--- config.mk ---
export PLATFORM = sky130hd
export DESIGN_NAME = piezo_row_loader
export DESIGN_NICKNAME = d
export VERILOG_FILES = /design/src/rtl/piezo_ld_pkg.sv /design/src/rtl/piezo_ld_timer.sv /design/src/rtl/piezo_ld_lane.sv /design/src/rtl/piezo_ld_ctrl.sv /design/src/rtl/piezo_row_loader.sv
export SDC_FILE = /design/constraint.sdc
export NUM_CORES = 2
export LEC_CHECK = 0
export CORE_AREA = 2 2 335 337
export DETAILED_ROUTE_END_ITERATION = 8
export DIE_AREA = 0 0 337 339
export GPL_ROUTABILITY_DRIVEN = 1
export PLACE_DENSITY = 0.68
export SLEW_MARGIN = 20
export SYNTH_ARGS = -nofsm -noshare
export SYNTH_HDL_FRONTEND = slang
export SYNTH_SLANG_ARGS = --single-unit
--- constraint.sdc ---
create_clock -name clk_i -period 6.61 [get_ports clk_i]
set_clock_uncertainty 0.1 [all_clocks]
set_input_delay 1.322 -clock clk_i [delete_from_list [all_inputs] [get_ports clk_i]]
set_output_delay 1.322 -clock clk_i [all_outputs]
set_load 0.01 [all_outputs]
--- src/rtl/piezo_ld_pkg.sv ---
package piezo_ld_pkg;
  typedef enum logic [1:0] {
    ST_IDLE  = 2'd0,
    ST_SHIFT = 2'd1,
    ST_LATCH = 2'd2
  } ld_state_e;
endpackage

--- src/rtl/piezo_ld_timer.sv ---
// Head clock divider and edge counter; data shift strobe sits mid half-period.
module piezo_ld_timer #(
  parameter int HALF_DIV    = 4,
  parameter int TOTAL_EDGES = 212
) (
  input  logic clk_i,
  input  logic rst_ni,
  input  logic start_i,
  input  logic run_i,
  output logic head_clk_o,
  output logic shift_o,
  output logic last_o
);
  localparam int DW = (HALF_DIV > 2) ? $clog2(HALF_DIV) : 1;
  localparam int EW = $clog2(TOTAL_EDGES + 1);
  localparam logic [DW-1:0] DIV_LAST = DW'(HALF_DIV - 1);
  localparam logic [DW-1:0] DIV_MID  = DW'((HALF_DIV - 1) / 2);
  localparam logic [EW-1:0] EDGE_LAST = EW'(TOTAL_EDGES - 1);

  logic [DW-1:0] div_q;
  logic [EW-1:0] edge_q;
  logic          clk_q;
  logic          edge_hit;

  assign edge_hit   = run_i && (div_q == DIV_LAST);
  assign shift_o    = run_i && (div_q == DIV_MID) && (edge_q != '0);
  assign last_o     = edge_hit && (edge_q == EDGE_LAST);
  assign head_clk_o = clk_q;

  always_ff @(posedge clk_i or negedge rst_ni) begin
    if (!rst_ni) begin
      div_q  <= '0;
      edge_q <= '0;
      clk_q  <= 1'b0;
    end else if (start_i) begin
      div_q  <= '0;
      edge_q <= '0;
      clk_q  <= 1'b0;
    end else if (run_i) begin
      if (edge_hit) begin
        div_q  <= '0;
        edge_q <= edge_q + 1'b1;
        clk_q  <= ~clk_q;
      end else begin
        div_q <= div_q + 1'b1;
      end
    end
  end
endmodule

--- src/rtl/piezo_ld_lane.sv ---
// One color: builds the row image and shifts it out MSB first.
module piezo_ld_lane #(
  parameter int NOZZLES = 90,
  parameter int CODE_W  = 2,
  parameter int WSEL_W  = 32
) (
  input  logic                      clk_i,
  input  logic                      rst_ni,
  input  logic                      load_i,
  input  logic                      shift_i,
  input  logic [NOZZLES*CODE_W-1:0] codes_i,
  input  logic [WSEL_W-1:0]         wsel_i,
  output logic                      sdo_o
);
  localparam int TOTAL = NOZZLES * CODE_W + WSEL_W;

  logic [TOTAL-1:0] image;
  logic [TOTAL-1:0] sh_q;

  always_comb begin
    image = '0;
    for (int n = 0; n < NOZZLES; n++) begin
      image[TOTAL-1-CODE_W*n -: CODE_W] = codes_i[n*CODE_W +: CODE_W];
    end
    image[WSEL_W-1:0] = wsel_i;
  end

  always_ff @(posedge clk_i or negedge rst_ni) begin
    if (!rst_ni)      sh_q <= '0;
    else if (load_i)  sh_q <= image;
    else if (shift_i) sh_q <= {sh_q[TOTAL-2:0], 1'b0};
  end

  assign sdo_o = sh_q[TOTAL-1];
endmodule

--- src/rtl/piezo_ld_ctrl.sv ---
// Load sequencer: idle -> shift -> latch -> idle.
module piezo_ld_ctrl
  import piezo_ld_pkg::*;
#(
  parameter int LATCH_LEN = 3
) (
  input  logic clk_i,
  input  logic rst_ni,
  input  logic enable_i,
  input  logic step_i,
  input  logic last_edge_i,
  output logic load_o,
  output logic run_o,
  output logic latch_o,
  output logic busy_o,
  output logic done_o,
  output logic overrun_o
);
  localparam int LW = $clog2(LATCH_LEN) + 1;
  localparam logic [LW-1:0] LAT_LAST = LW'(LATCH_LEN - 1);

  ld_state_e     state_q;
  logic [LW-1:0] lat_q;
  logic          done_q;
  logic          ovr_q;

  assign busy_o    = (state_q != ST_IDLE);
  assign load_o    = (state_q == ST_IDLE) && step_i && enable_i;
  assign run_o     = (state_q == ST_SHIFT);
  assign latch_o   = (state_q == ST_LATCH);
  assign done_o    = done_q;
  assign overrun_o = ovr_q;

  always_ff @(posedge clk_i or negedge rst_ni) begin
    if (!rst_ni) begin
      state_q <= ST_IDLE;
      lat_q   <= '0;
      done_q  <= 1'b0;
      ovr_q   <= 1'b0;
    end else begin
      done_q <= 1'b0;
      ovr_q  <= step_i && busy_o;
      unique case (state_q)
        ST_IDLE: if (load_o) state_q <= ST_SHIFT;
        ST_SHIFT: begin
          if (last_edge_i) begin
            state_q <= ST_LATCH;
            lat_q   <= '0;
          end
        end
        ST_LATCH: begin
          if (lat_q == LAT_LAST) begin
            state_q <= ST_IDLE;
            done_q  <= 1'b1;
          end else begin
            lat_q <= lat_q + 1'b1;
          end
        end
        default: state_q <= ST_IDLE;
      endcase
    end
  end
endmodule

--- src/rtl/piezo_row_loader.sv ---
module piezo_row_loader #(
  parameter int N_COLORS  = 4,
  parameter int NOZZLES   = 90,
  parameter int CODE_W    = 2,
  parameter int WSEL_W    = 32,
  parameter int HALF_DIV  = 4,
  parameter int LATCH_LEN = 3
) (
  input  logic                               clk_i,
  input  logic                               rst_ni,
  input  logic                               enable_i,
  input  logic                               step_i,
  input  logic [N_COLORS*NOZZLES*CODE_W-1:0] nozzle_codes_i,
  input  logic [N_COLORS*WSEL_W-1:0]         wave_sel_i,
  output logic                               head_clk_o,
  output logic [N_COLORS-1:0]                head_data_o,
  output logic                               latch_o,
  output logic                               busy_o,
  output logic                               done_o,
  output logic                               overrun_o
);
  localparam int ROW_BITS = NOZZLES * CODE_W;
  localparam int TOTAL    = ROW_BITS + WSEL_W;

  logic load, run, shift, last_edge, busy;
  logic [N_COLORS-1:0] sdo;

  piezo_ld_ctrl #(.LATCH_LEN(LATCH_LEN)) i_ctrl (
    .clk_i       (clk_i),
    .rst_ni      (rst_ni),
    .enable_i    (enable_i),
    .step_i      (step_i),
    .last_edge_i (last_edge),
    .load_o      (load),
    .run_o       (run),
    .latch_o     (latch_o),
    .busy_o      (busy),
    .done_o      (done_o),
    .overrun_o   (overrun_o)
  );

  piezo_ld_timer #(.HALF_DIV(HALF_DIV), .TOTAL_EDGES(TOTAL)) i_timer (
    .clk_i      (clk_i),
    .rst_ni     (rst_ni),
    .start_i    (load),
    .run_i      (run),
    .head_clk_o (head_clk_o),
    .shift_o    (shift),
    .last_o     (last_edge)
  );

  for (genvar c = 0; c < N_COLORS; c++) begin : g_lane
    piezo_ld_lane #(.NOZZLES(NOZZLES), .CODE_W(CODE_W), .WSEL_W(WSEL_W)) i_lane (
      .clk_i   (clk_i),
      .rst_ni  (rst_ni),
      .load_i  (load),
      .shift_i (shift),
      .codes_i (nozzle_codes_i[c*ROW_BITS +: ROW_BITS]),
      .wsel_i  (wave_sel_i[c*WSEL_W +: WSEL_W]),
      .sdo_o   (sdo[c])
    );
    // data held quiet outside a load
    assign head_data_o[c] = sdo[c] & busy;
  end

  assign busy_o = busy;
endmodule

-- Word-level counts from Yosys, hierarchy flattened
Cells that the tools add are included.
- $add $sub $neg: 3
- equality and inequality tests: 10
- mux-type cells: 26
- bitwise gates (word level): 5
- reductions and logical operators: 17
- operators with widths (kind ; count):
    two-way mux 212 bit ; 8
    two-way mux 8 bit ; 3
    two-way mux 2 bit ; 6
    nonzero test 2 bit ; 5
    adder 8 x 1 -> 8 bit (second input constant) ; 1
    equality test 8 bit (second input constant) ; 1
    nonzero test 8 bit ; 1
    logical AND 1 bit ; 7
    two-way mux 3 bit ; 2
    case mux 2 bit (3 select lines) ; 1
    case mux 3 bit (2 select lines) ; 1
    AND reduction 3 bit ; 2
    two-way mux 1 bit ; 5
    bitwise AND 1 bit ; 4
    equality test 2 x 1 -> 1 bit (second input constant) ; 2
    equality test 2 bit (second input constant) ; 2
    inequality test 2 x 1 -> 1 bit (second input constant) ; 2
    inequality test 2 bit (second input constant) ; 2
    adder 3 x 1 -> 3 bit (second input constant) ; 1
    equality test 3 x 2 -> 1 bit (second input constant) ; 1
    adder 2 x 1 -> 2 bit (second input constant) ; 1
    zero test 2 bit ; 1
    AND reduction 2 bit ; 1
    inverter 1 bit ; 1
- register bits after elaboration: 866
- bits of input ports: 852
- output and inout port bits: 9

-- Longest topological paths before layout
- depth in word-level cells: 5
- depth in mapped cells: 10
- gate-level depth less buffers: 5

-- Hierarchy
Synthesis repeated with hierarchy kept, for this count alone.
- cell total of the unflattened synthesis: 3779
- area, all modules: 40381.2 um2
- by module, submodules not included (module ; times used ; cells each ; area each (um2) ; sequential area each (um2)):
    piezo_ld_lane ; 4 ; 919 ; 9834.4 ; 5305.1
    piezo_ld_timer ; 1 ; 65 ; 639.4 ; 275.3
    piezo_ld_ctrl ; 1 ; 34 ; 379.1 ; 175.2
    piezo_row_loader ; 1 ; 4 ; 25.0 ; 0.0

-- Worst setup path after synthesis
Ideal clock, no wire load.
- path type: input port to flip-flop
- start point: input port step_i
- end point: register g_lane[0].i_lane.sh_q[10]
- setup time: 0.087 ns
- arrival: 2.565 ns
- data required time: 6.423 ns
- path slack: 3.859 ns
- stages: 7
- cells stage by stage: nor4bb_1 -> buf_2 -> buf_4 -> buf_2 -> clkbuf_1 -> nor2_1 -> a211oi_2
- word-level cells in the longest chain between the ends: 3
- elaborated cells on any way between the ends: 4
- RTL lines (what ; line ; RTL):
    from (decl) ; piezo_row_loader.sv:12 ; input logic step_i,
    logical AND 1 bit * (2 in series) ; piezo_ld_ctrl.sv:28 ; assign load_o = (state_q == ST_IDLE) && step_i && enable_i;
    two-way mux 212 bit or nonzero test 2 bit (tied branches) ; - ;
    to (signal assigned) ; piezo_ld_lane.sv:30 ; else if (load_i) sh_q <= image;
    to (signal assigned) ; piezo_ld_lane.sv:31 ; else if (shift_i) sh_q <= {sh_q[TOTAL-2:0], 1'b0};
    to (decl) ; piezo_ld_lane.sv:18 ; logic [TOTAL-1:0] sh_q;
Every way passes the cells marked *; elsewhere a longest branch is shown, timed or not.
A chain may end at the register's enable or synchronous reset.

-- Worst setup path in the final report
- start point: register i_ctrl.state_q[0]
- end point: output port head_data_o[3]
- word-level cells in the longest chain between the ends: 2
- RTL lines (what ; line ; RTL):
    from (decl) ; piezo_ld_ctrl.sv:22 ; ld_state_e state_q;
    from (signal assigned) ; piezo_ld_ctrl.sv:36 ; state_q <= ST_IDLE;
    from (signal assigned) ; piezo_ld_ctrl.sv:44 ; ST_IDLE: if (load_o) state_q <= ST_SHIFT;
    from (signal assigned) ; piezo_ld_ctrl.sv:47 ; state_q <= ST_LATCH;
    nonzero test 2 bit ; piezo_ld_ctrl.sv:27 ; assign busy_o = (state_q != ST_IDLE);
    bitwise AND 1 bit ; piezo_row_loader.sv:63 ; assign head_data_o[c] = sdo[c] & busy;
    to (decl) ; piezo_row_loader.sv:16 ; output logic [N_COLORS-1:0] head_data_o,
Every way passes these cells.

==> summary.md <==
| Metric | Value |
|---|---|
| Met1 WL | 67400 um |
| Die W | 337 um |
| Hold Crit Class | reg -> reg |
| Max cap viols | 0 |
| Minimum clock period | 4.06 ns |
| Initial antenna violation count | 78 |
| Setup crit end kind | output port |
| Initial core utilization | 41.8% |
| Hold EP | i_timer.head_clk_o$_DFFE_PN0P_ |
| Met2 wire len | 74300 um |
| Post-synth top area cell | dfrtp_1 |
| Post-CTS Hold Fix Bufs | 0 |
| Flop-to-flop setup slack | 2.88 ns |
| Placed insts | 6755 |
| Clock Tree Root | clkbuf_16 |
| Die Span Y | 339 um |
| Pwr dens | 383 nW/um^2 |
| Asr flop ratio synth | 100% |
| DR vias/cell | 6.23 |
| Synth Flop Type | dfrtp_1 |
| Vias in the first global route | 42300 |
| CP peak stage delay | 0.74 ns |
| Sum Neg Setup Slack | 0 ns |
| CTS buffer count | 100 |
| R2R cell count | 6 |
| Post-route ant nets | 0 |
| Final setup fails | 0 |
| 1st-pass router iterations | 7 |
| Crit-path cells | nor2_1 -> nor2b_1 -> clkdlybuf4s50_1 |
| WP data arrival | 2.64 ns |
| Die Area | 114000 um^2 |
| Net Count, Synth | 5856 |
| Detail Placement HPWL | 95800 um |
| Layout cells sized above 1 | 8.00% |
| Status | complete, no violations |
| Synth top area share | 47.0% |
| Highest metal used | met5 |
| Gpl congestion | 0.861 |
| R2R Path End | g_lane[1].i_lane.sh_q[124]$_DFFE_PN0P_ |
| Pleak | 19.8 nW |
| VDD IR-drop max | 413 uV |
| RSZ-0062 raised after global routing | no |
| Synth area leaders | dfrtp_1 47%, a2111oi_0 16%, nor2_1 14%, a211oi_1 11%, a211oi_2 5.4% |
| CTS max path bufs | 3 |
| First-pass GRT wire length | 248000 um |
| Area grow syn2layout | 26.4% |
| Yosys warns | 0 |
| Slowest CP cell | nor2_1 |
| Routed via count | 43500 |
| Slew margin rel. | 24.4% |
| Worst-Skew Late Latency | 0.68 ns |
| Syn Inst Count | 4998 |
| CTS tree | built |
| Worst Hold Launch | i_timer.head_clk_o$_DFFE_PN0P_ |
| Distinct cells, synth | 34 |
| Register area share after synthesis | 47.0% |
| Worst-margin pin slew | 1.13 ns |
| Critical Path RT | 5.19 ns |
| Slew Limit Fails | 0 |
| Largest net degree at the start of global routing | 250 |
| Post-CTS sizing | 0 |
| Seq cells post-synth | 866 |
| Fin. Hold Viols | 0 |
| Port Buffers | 860 |
| H-tree lvl count | 3 |
| Crit Path Max Fanout | 7 |
| F_max | 246 MHz |
| Number of clock sinks | 866 |
| I/O pin count | 861 |
| Met3 WL | 11500 um |
| FP Rows | 122 |
| Total grt overflow | 0 |
| Fin cells | 6979 |
| Synth Area per Inst | 9.23 um^2 |
| Post-CTS setup repair buffer count | 0 |
| Total Wirelength | 161000 um |
| Origin of the critical flop-to-flop path | i_timer.div_q[0]$_DFFE_PN0P_ |
| Cell Area, Synth | 46100 um^2 |
| DR iter-0 viols | 4368 |
| Nets@finish | 6227 |
| Post-synth EDFFs | 0 |
| Hold depth | 1 |
| Core Region | 110000 um^2 |
| Clock transition at path regs | 0.06 ns |
| Synth top cells by count | 1691 x nor2_1, 866 x dfrtp_1, 845 x a2111oi_0 |
| Worst Setup Path Type | reg -> out |
| DRC Markers | 0 |
| Tot GR Track Use | 26.9% |
| Tot Pwr | 0.0223 W |
| Startpoint type of the worst setup path | flop |
| Final clock period utilization by the worst path | 61.5% |
| WL per Instance | 23.0 um |
| Most numerous cell in the Yosys netlist | nor2_1 |
## per-layer routing
layer	global-route usage, %	up-vias
li1	-	19700
met1	36.3	21600
met2	40.8	1680
met3	5.88	364
met4	13.0	72
met5	0	-
## flip-flops by register name, summed over array words and instances (netlist names)
name,flops
i_timer.head_clk_o,1
g_lane.i_lane.sh_q,848
i_timer.div_q,2
i_ctrl.overrun_o,1
i_timer.edge_q,8
i_ctrl.state_q,2
i_ctrl.lat_q,3
i_ctrl.done_o,1
## how the worst max path moves through the flow
stage,start,cells after the start,slack (ns),to
6_report,i_ctrl.state_q[0]$_DFFE_PN0P_,3,2.55,head_data_o[3]
5_1_grt,i_ctrl.state_q[0]$_DFFE_PN0P_,3,2.48,head_data_o[2]
4_1_cts,i_ctrl.state_q[0]$_DFFE_PN0P_,3,2.46,head_data_o[3]
3_5_place_dp,step_i,6,2.43,g_lane[3].i_lane.sh_q[63]$_DFFE_PN0P_
3_3_place_gp,step_i,6,2.50,g_lane[3].i_lane.sh_q[43]$_DFFE_PN0P_
2_1_floorplan,step_i,7,3.86,g_lane[0].i_lane.sh_q[10]$_DFFE_PN0P_
## per-stage QoR
step                util, %  area [um^2]  setup slack (ns)  hold slack, ns
floorplan                 -        46100              3.86           0.395
global placement       49.6        54700              2.50           0.384
detailed placement     49.6        54700              2.43           0.397
CTS                    52.7        58200              2.46           0.405
global route           52.8        58200              2.48           0.447
finish                 52.8        58300              2.55           0.405
## placed cells by master (no fill, tap or decap), types with 7 or more instances in the layout
cell type        netlist  routed
nor2_1              1691    1691
dfrtp_1              866     866
clkdlybuf4s50_1        0     859
a2111oi_0            845     838
a211oi_1             647     647
a211oi_2             200     200
clkbuf_16              0     102
buf_4                  4      42
diode_2                0      40
clkbuf_1             514      27
buf_12                 0      26
clkbuf_8               0      20
nand2_1               19      19
clkinv_2               0      19
o21ai_0               13      13
bufinv_16              0       9
inv_1                  8       8
nor2b_1                7       7
## power breakdown
part / total [W] / switching, W / internal (W) / leakage (nW)
logic: 0.00866 / 0.00577 / 0.00289 / 9.49
registers: 0.00784 / 0.000858 / 0.00699 / 8.58
clock network: 0.00581 / 0.00238 / 0.00343 / 1.69
total: 0.0223 / 0.00900 / 0.0133 / 19.8
## worst max-delay path, delay by kind of cell, from the launching register on
family                 cells  cell delay, ns
buffers and inverters      1            0.52
flip-flops                 1            0.55
AND/OR/NAND/NOR            2            0.88
## cell type report
| cell class | instances | area [um^2] |
|---|---|---|
| Fill cell | 10100 | 52100 |
| Multi-Input combinational cell | 3463 | 21700 |
| Sequential cell | 866 | 21700 |
| Timing Repair Buffer | 929 | 9460 |
| Clock buffer | 149 | 2930 |
| Tap cell | 1488 | 1860 |
| Clock inverter | 35 | 505 |
| Antenna cell | 40 | 100 |
| Inverter | 9 | 41.3 |
## cell families after synthesis
logic type      synth area share [%]
xor+xnor                      0.0380
compound gates                  32.2
simple gates                    14.4
buf+inv                         6.12
flops                           47.0
fa+ha+maj                      0.163
mux                           0.0651
Power figures use the tool's default switching activity.
